===== src/rtl/rt_pkg.sv =====
package rt_pkg;
  typedef enum logic [1:0] {
    TK_DATA = 2'b00,
    TK_EOP1 = 2'b01,
    TK_EOP2 = 2'b10
  } tok_kind_e;

  localparam int NPORT      = 3;
  localparam int PORT_OTH0  = 0;
  localparam int PORT_OTH1  = 1;
  localparam int PORT_LOCAL = 2;
  localparam int PW         = $clog2(NPORT);
endpackage


===== src/rtl/hdr_decode.sv =====
module hdr_decode
  import rt_pkg::*;
#(
  parameter int AW = 8
) (
  input  logic [AW-1:0] hdr,
  input  logic [AW-1:0] addr_oth0,
  input  logic [AW-1:0] addr_oth1,
  input  logic [AW-1:0] addr_node,
  output logic [PW-1:0] dest,
  output logic          miss
);
  always_comb begin
    miss = 1'b0;
    if (hdr == addr_node)      dest = PW'(PORT_LOCAL);
    else if (hdr == addr_oth0) dest = PW'(PORT_OTH0);
    else if (hdr == addr_oth1) dest = PW'(PORT_OTH1);
    else begin
      dest = PW'(PORT_LOCAL);
      miss = 1'b1;
    end
  end
endmodule


===== src/rtl/out_stage.sv =====
module out_stage #(
  parameter int W = 10
) (
  input  logic         clk,
  input  logic         rst,
  input  logic         load,
  input  logic [W-1:0] din,
  input  logic         ready,
  output logic         valid,
  output logic [W-1:0] dout
);
  always_ff @(posedge clk) begin
    if (rst) begin
      valid <= 1'b0;
      dout  <= '0;
    end else if (load) begin
      valid <= 1'b1;
      dout  <= din;
    end else if (ready) begin
      valid <= 1'b0;
    end
  end

  // a token waiting on a stalled sink is neither dropped nor altered
  a_r9_hold_stable: assert property (@(posedge clk) disable iff (rst)
    (valid && !ready) |=> (valid && $stable(dout)));
endmodule


===== src/rtl/hdr_router.sv =====
module hdr_router
  import rt_pkg::*;
#(
  parameter int DW = 8,
  parameter int KW = 2
) (
  input  logic          clk,
  input  logic          rst,
  input  logic          route_en,
  input  logic          err_mask,
  input  logic [DW-1:0] addr_oth0,
  input  logic [DW-1:0] addr_oth1,
  input  logic [DW-1:0] addr_node,
  input  logic          in_valid,
  output logic          in_ready,
  input  logic [KW-1:0] in_kind,
  input  logic [DW-1:0] in_data,
  output logic          o0_valid,
  input  logic          o0_ready,
  output logic [KW-1:0] o0_kind,
  output logic [DW-1:0] o0_data,
  output logic          o1_valid,
  input  logic          o1_ready,
  output logic [KW-1:0] o1_kind,
  output logic [DW-1:0] o1_data,
  output logic          loc_valid,
  input  logic          loc_ready,
  output logic [KW-1:0] loc_kind,
  output logic [DW-1:0] loc_data,
  output logic          err_irq
);
  localparam int TW = KW + DW;

  typedef enum logic {ST_HDR, ST_BODY} st_e;
  st_e st;

  logic [PW-1:0]    sel;
  logic [PW-1:0]    dec_dest;
  logic             dec_miss;
  logic [PW-1:0]    fwd_dest;
  logic             hdr_phase;
  logic             is_eop;
  logic             take;
  logic [NPORT-1:0] load;
  logic [NPORT-1:0] ovalid;
  logic [NPORT-1:0] oready;
  logic [NPORT-1:0] room;
  logic [TW-1:0]    odat [NPORT];

  hdr_decode #(.AW(DW)) u_dec (
    .hdr(in_data), .addr_oth0(addr_oth0), .addr_oth1(addr_oth1),
    .addr_node(addr_node), .dest(dec_dest), .miss(dec_miss)
  );

  assign oready = {loc_ready, o1_ready, o0_ready};

  always_comb begin
    is_eop    = (in_kind != TK_DATA);
    hdr_phase = route_en && (st == ST_HDR);
    fwd_dest  = route_en ? sel : PW'(PORT_LOCAL);
    room      = ~ovalid | oready;
    in_ready  = hdr_phase ? 1'b1 : room[fwd_dest];
    take      = in_valid && in_ready;
    load      = '0;
    if (take && !hdr_phase) load[fwd_dest] = 1'b1;
  end

  always_ff @(posedge clk) begin
    if (rst) begin
      st      <= ST_HDR;
      sel     <= PW'(PORT_LOCAL);
      err_irq <= 1'b0;
    end else begin
      err_irq <= take && hdr_phase && !is_eop && dec_miss && !err_mask;
      if (!route_en) begin
        st <= ST_HDR;
      end else if (take && hdr_phase && !is_eop) begin
        st  <= ST_BODY;
        sel <= dec_dest;
      end else if (take && !hdr_phase && is_eop) begin
        st <= ST_HDR;
      end
    end
  end

  for (genvar p = 0; p < NPORT; p++) begin : g_out
    out_stage #(.W(TW)) u_stage (
      .clk(clk), .rst(rst), .load(load[p]), .din({in_kind, in_data}),
      .ready(oready[p]), .valid(ovalid[p]), .dout(odat[p])
    );
  end

  assign o0_valid  = ovalid[PORT_OTH0];
  assign o1_valid  = ovalid[PORT_OTH1];
  assign loc_valid = ovalid[PORT_LOCAL];
  assign {o0_kind, o0_data}   = odat[PORT_OTH0];
  assign {o1_kind, o1_data}   = odat[PORT_OTH1];
  assign {loc_kind, loc_data} = odat[PORT_LOCAL];

  // one input token fills at most one output per cycle
  a_r2_single_load: assert property (@(posedge clk) disable iff (rst)
    $onehot0(load));

  // a pulse only follows a cycle in which the mask was clear
  a_r6_masked_quiet: assert property (@(posedge clk) disable iff (rst)
    err_irq |-> $past(!err_mask));

  // an end marker in header position never raises the interrupt
  a_r7_empty_no_err: assert property (@(posedge clk) disable iff (rst)
    (route_en && st == ST_HDR && in_valid && in_kind != TK_DATA) |=> !err_irq);

  // nothing enters while the selected output cannot take it
  a_r9_no_overrun: assert property (@(posedge clk) disable iff (rst)
    (in_valid && in_ready && st == ST_BODY && route_en) |-> room[sel]);
endmodule


===== config.mk =====
export PLATFORM = sky130hd
export DESIGN_NAME = hdr_router
export DESIGN_NICKNAME = d
export VERILOG_FILES = /design/src/rtl/rt_pkg.sv /design/src/rtl/hdr_decode.sv /design/src/rtl/out_stage.sv /design/src/rtl/hdr_router.sv
export SDC_FILE = /design/constraint.sdc
export NUM_CORES = 1
export LEC_CHECK = 0
export BUFFER_PORTS_ARGS = -buffer_cell sky130_fd_sc_hd__buf_2
export CAP_MARGIN = 20
export CORE_UTILIZATION = 45
export DETAILED_ROUTE_END_ITERATION = 10
export GPL_ROUTABILITY_DRIVEN = 0
export PLACE_DENSITY = 0.84
export SYNTH_ARGS = -nofsm -noshare
export SYNTH_HDL_FRONTEND = slang
export SYNTH_SLANG_ARGS = --single-unit

===== constraint.sdc =====
create_clock -name clk -period 1.4 [get_ports clk]
set_input_delay 0.14 -clock clk [delete_from_list [all_inputs] [get_ports clk]]
set_output_delay 0.14 -clock clk [all_outputs]
set_load 0.01 [all_outputs]

==> flow_summary.json, run 1 <==
{
  "final_cell_mix": "buf_2, nor2_1, dfxtp_1",
  "r2r-start": "sel[1]$_SDFFE_PP1P_",
  "crit_fanout": 5,
  "r2r_end": "g_out[0].u_stage.dout[4]$_SDFFE_PP0P_",
  "fill_cells": 337,
  "grt_pass1_vias": 1471,
  "setup_viol": 1,
  "diodes": 0,
  "antenna_found_initial": 0,
  "synth_area_leaders": "dfxtp_1, mux2i_1, xnor2_1, nor2_1, xor2_1",
  "setup_tns_ns": -0.0731,
  "holdWs_ns": 0.0112,
  "path_clk_slew_ns": 0.08,
  "clock_path_buffers": 2,
  "die_w_um": 63.7,
  "worst_slew_pin_slew_ns": 0.465,
  "ff2ff_setup_slack_ns": 0.03,
  "outcome": "finished, violations left",
  "drive_above_1_share_pct": 40.9,
  "use_met3_pct": 8.51,
  "grt_util_met2_pct": 34.4,
  "min_period_over_period_pct": 105,
  "seq_area_frac_synth_pct": 43.2,
  "busiest_layer": "met2",
  "die_h_um": 63.7,
  "yosys_warnings": 0,
  "die_area_um2": 4060,
  "cts.sinks": 37,
  "synth_cells": 181,
  "power_leakage_nw": 1.12,
  "grt_use_total_pct": 22.9,
  "grt-ovfl-total": 0,
  "relSlewSlack_pct": 68.7,
  "cts_tree": "yes",
  "final_util_pct": 63.5,
  "yosysTopAreaCellShare_pct": 43.2,
  "finalCriticalPeriod_ns": 1.47,
  "synthesis.area_um2": 1710,
  "path_class": "register to output port",
  "report.final.slew_viol_count": 0,
  "antenna_left": 0,
  "synth.avg_cell_area_um2": 9.47,
  "firstDrtPassIters": 4,
  "dpl.hpwl_um": 3240,
  "final_common_cell": "buf_2",
  "synth_area_leader_cell": "dfxtp_1",
  "rsz0062_at_grt": "yes",
  "cts_buffers": 5,
  "root_buffer": "clkbuf_8",
  "drc_errors": 0,
  "end_kind": "output port",
  "grtUsageMet1_pct": 29.5,
  "placement_rows": 22,
  "ys_ff_latch": 37,
  "fmax_mhz": 679,
  "io_pins": 77,
  "powerDensity_nw_per_um2": 941,
  "synth_fp_nets": 223,
  "max-cap-violations": 0,
  "grt_pass1_wl_um": 6940,
  "h-tree-depth": 2,
  "arrival_ns": 1.33,
  "p_total_mw": 2.19,
  "hold_viol_final": 0,
  "violations": "setup timing",
  "crit_path_start_kind": "register",
  "port_buffers": 76,
  "final.setup_skew_ns": 0.0106,
  "grt_max_degree": 24,
  "area_delta_synth_final_pct": 35.6,
  "vdd_drop_max_v": 0.000728,
  "synth.distinct_cells": 30,
  "core_area_um2": 3660,
  "finalWorstSetupSlack_ns": -0.0731,
  "r2r_cells": 5,
  "wl_per_cell_um": 13.8,
  "drt_iter0_drc": 67,
  "hold_end": "err_irq$_SDFF_PP0_",
  "final_nets": 305,
  "hold_path_depth": 2,
  "cp.required_ns": 1.26,
  "vias": 1572,
  "min_from": "err_mask",
  "via_per_inst": 5.04,
  "routed_wl_um": 4290,
  "clk_latency_ns": 0.30,
  "holdCritPathClass": "input pin to register",
  "initial_core_util_pct": 46.8
}
==> final cells by class <==
class | count | area, um^2 | share of cell area [%]
tap | 48 | 60.1 | 2.58
timing repair buffer | 90 | 502 | 21.6
clock inverter | 1 | 5.00 | 0.215
inverter | 3 | 11.3 | 0.484
clock buffer | 7 | 96.3 | 4.14
sequential | 37 | 747 | 32.1
multi-input combinational | 126 | 903 | 38.9
==> what timing repair did <==
| action | 4_1_cts | 5_1_grt |
|---|---|---|
| setup buffers | 1 | 0 |
| pin swaps | 2 | 1 |
| resized for setup | 5 | 5 |
| hold buffers | 0 | 0 |
| endpoints found under the setup margin | 7 | 16 |
==> Yosys cell counts <==
master	number
a211oi_1	1
a21oi_1	2
a22oi_1	1
and3_1	1
buf_2	9
buf_4	1
buf_6	1
clkbuf_1	4
dfxtp_1	37
inv_1	3
mux2i_1	30
nand2_1	4
nand2_2	1
nand2b_1	3
nand3_1	2
nand4_1	4
nor2_1	36
nor2b_1	3
nor3b_1	1
nor3b_2	1
nor3b_4	1
nor4_1	3
o211ai_1	1
o21ai_0	3
o21ai_1	1
o221a_2	1
o32a_1	1
or3_1	1
xnor2_1	16
xor2_1	8
==> registers in the layout, indices dropped and copies added, names as in the netlist <==
signal and cells:
err_irq 1, st 1, g_out.u_stage.dout 30, sel 2, g_out.u_stage.valid 3
==> worst max-delay path, stage by stage, from the launching register on <==
cell and delay [ns]:
dfxtp_4 0.37, nor2b_4 0.13, a22oi_2 0.08, o221a_2 0.24, o21ai_1 0.07, buf_2 0.15
==> per-layer routing <==
layer / vias up / wire length (um) / share of wire, %
li1: 766 / - / -
met1: 724 / 1950 / 45
met2: 75 / 1950 / 45
met3: 7 / 327 / 7.6
met4: 0 / 68 / 1.6
met5: - / 0 / 0
==> stage by stage <==
| stage | setup WS [ns] | cell area (um^2) | instances |
|---|---|---|---|
| 2_1_floorplan | 0.113 | 1710 | 181 |
| 3_3_place_gp | 0.0226 | 2190 | 303 |
| 3_5_place_dp | -0.0152 | 2190 | 303 |
| 4_1_cts | -0.0593 | 2300 | 312 |
| 5_1_grt | -0.125 | 2320 | 312 |
| 6_report | -0.0731 | 2320 | 312 |
==> worst max-delay path by stage <==
stage | startpoint | endpoint | slack, ns
6_report | sel[1]$_SDFFE_PP1P_ | in_ready | -0.07
5_1_grt | sel[1]$_SDFFE_PP1P_ | in_ready | -0.13
4_1_cts | sel[1]$_SDFFE_PP1P_ | in_ready | -0.06
3_5_place_dp | st$_SDFFE_PP0P_ | g_out[0].u_stage.dout[7]$_SDFFE_PP0P_ | -0.02
3_3_place_gp | st$_SDFFE_PP0P_ | sel[1]$_SDFFE_PP1P_ | 0.02
2_1_floorplan | st$_SDFFE_PP0P_ | g_out[0].u_stage.dout[1]$_SDFFE_PP0P_ | 0.11
==> cells by family (layout without fill, tap and decap cells) <==
logic type | count (synthesis) | after routing | share of synthesized area, %
and+or+nand+nor | 61 | 61 | 17.4
DFF | 37 | 37 | 43.2
muxes | 30 | 30 | 17.5
xor gates and xnor gates | 24 | 24 | 12.3
buffers and inverters | 18 | 101 | 5.26
AOI/OAI and AO/OA | 11 | 11 | 4.31
==> where the power goes <==
| group | internal (mW) | switching, mW |
|---|---|---|
| clock | 0.445 | 0.378 |
| combinational | 0.145 | 0.143 |
| sequential | 1.07 | 0.00983 |
| total | 1.66 | 0.531 |
Note: power is estimated with default switching activity, not from simulation.
==> inputs of run 2 (changes only) <==
- clock period: 1.4 -> 1.9 ns (I/O delays scaled with it)
==> flow_summary.json, run 2 (synthesis gave the netlist of run 1 again) <==
{
  "via_per_inst": 4.92,
  "ctsHoldBuffers": 0,
  "top_register": "g_out.u_stage.dout",
  "crit_fanout": 5,
  "vdd_drop_max_v": 0.000416,
  "worst_slew_pin_slew_ns": 0.667,
  "fill_cells": 335,
  "crit_path_start_kind": "register",
  "grt_pass1_vias": 1373,
  "final_cell_mix": "buf_2, dfxtp_1, nor2_1",
  "root_buffer": "clkbuf_8",
  "holdCritPathClass": "input pin to register",
  "largest_reg_flops": 30,
  "die_w_um": 63.7,
  "final_common_cell": "buf_2",
  "report.final.slew_viol_count": 0,
  "clock_path_buffers": 2,
  "dpl.hpwl_um": 2930,
  "wl_per_cell_um": 13.1,
  "final_nets": 294,
  "cp.required_ns": 1.71,
  "firstDrtPassIters": 4,
  "area_delta_synth_final_pct": 27.4,
  "path_class": "register to output port",
  "power_leakage_nw": 1.05,
  "ctsResizeCount": 0,
  "port_buffers": 76,
  "drc_errors": 0,
  "post_dp_cell_area_um2": 2100,
  "antenna_left": 0,
  "die_area_um2": 4060,
  "arrival_ns": 1.47,
  "r2r_cells": 5,
  "crit_chain": "nor2b_1, a22oi_1, o221a_2, o21ai_0, buf_2",
  "cts_tree": "yes",
  "hold_path_depth": 2,
  "min_period_over_period_pct": 87.4,
  "drive_above_1_share_pct": 35.3,
  "vias": 1477,
  "outcome": "completed",
  "finalCriticalPeriod_ns": 1.66,
  "setup_tns_ns": 0,
  "critPathTopFamily": "compound AO/OA/AOI/OAI gates",
  "path_clk_slew_ns": 0.07,
  "postCtsSetupBuffers": 0,
  "die_h_um": 63.7,
  "grt-ovfl-total": 0,
  "cts.sinks": 37,
  "relSlewSlack_pct": 55.5,
  "core_area_um2": 3660,
  "cpPeakStageDelay_ns": 0.45,
  "grt_pass1_wl_um": 6460,
  "powerDensity_nw_per_um2": 700,
  "initial_core_util_pct": 46.8,
  "drt_iter0_drc": 42,
  "cts_buffers": 5,
  "routed_wl_um": 3930,
  "io_pins": 77,
  "h-tree-depth": 2,
  "cp_num_cells": 5,
  "final.setup_skew_ns": 0.00152,
  "end_kind": "output port",
  "p_total_mw": 1.53,
  "fmax_mhz": 602,
  "placement_rows": 22,
  "max-cap-violations": 0,
  "grt_use_total_pct": 21.3,
  "worst-path-buf-inv": 1,
  "diodes": 0,
  "slowest_stage": "dfxtp_1",
  "antenna_found_initial": 0,
  "clk_latency_ns": 0.29,
  "final_area_um2": 2180,
  "top_regs": "g_out.u_stage.dout: 30 flops, g_out.u_stage.valid: 3 flops, sel: 2 flops",
  "hold_viol_final": 0,
  "grt_max_degree": 38,
  "setup_viol": 0,
  "rsz0062_at_grt": "no"
}
==> run 2: final cells by class <==
type	count	area [um^2]	area share (%)
well taps	48	60.1	2.75
clock buffers	7	86.3	3.95
multi-input cells	126	883	40.4
repair buffers	79	403	18.4
inverters	3	11.3	0.515
flip-flops and latches	37	741	33.9
==> run 2: stage by stage <==
stage | util, % | hold WS, ns | cells | setup slack (ns)
floorplan | - | 0.266 | 181 | 0.613
global placement | 57.3 | 0.366 | 293 | 0.478
detailed placement | 57.3 | 0.360 | 293 | 0.416
CTS | 59.7 | 0.0478 | 300 | 0.237
global route | 59.7 | 0.0425 | 300 | 0.138
finish | 59.7 | 0.0568 | 300 | 0.240
==> run 2: worst reg2reg max path, stage by stage (launching register included) <==
cell and delay (ns):
dfxtp_1 0.39, nor3b_2 0.23, nor3b_4 0.20, buf_4 0.26, mux2i_1 0.23, nor2_1 0.06
==> run 2: final timing paths <==
kind / startpoint / to / slack, ns
worst max register to register: st$_SDFFE_PP0P_ / g_out[0].u_stage.dout[3]$_SDFFE_PP0P_ / 0.40
worst max-delay path: sel[1]$_SDFFE_PP1P_ / in_ready / 0.24
worst min register to register: g_out[2].u_stage.dout[5]$_SDFFE_PP0P_ / g_out[2].u_stage.dout[5]$_SDFFE_PP0P_ / 0.49
worst min-delay path: err_mask / err_irq$_SDFF_PP0_ / 0.06
==> run 2: power breakdown <==
group	switching [mW]	internal (mW)
Combinational	0.0995	0.0917
Clock	0.256	0.287
Sequential	0.00659	0.788
Total	0.362	1.17
==> run 2: layer usage <==
| layer | global-route usage [%] | wire length, um |
|---|---|---|
| met2 | 32.0 | 1770 |
| met4 | 11.4 | 85 |
| met5 | 0 | 0 |
| met1 | 26.6 | 1810 |
| met3 | 7.07 | 260 |
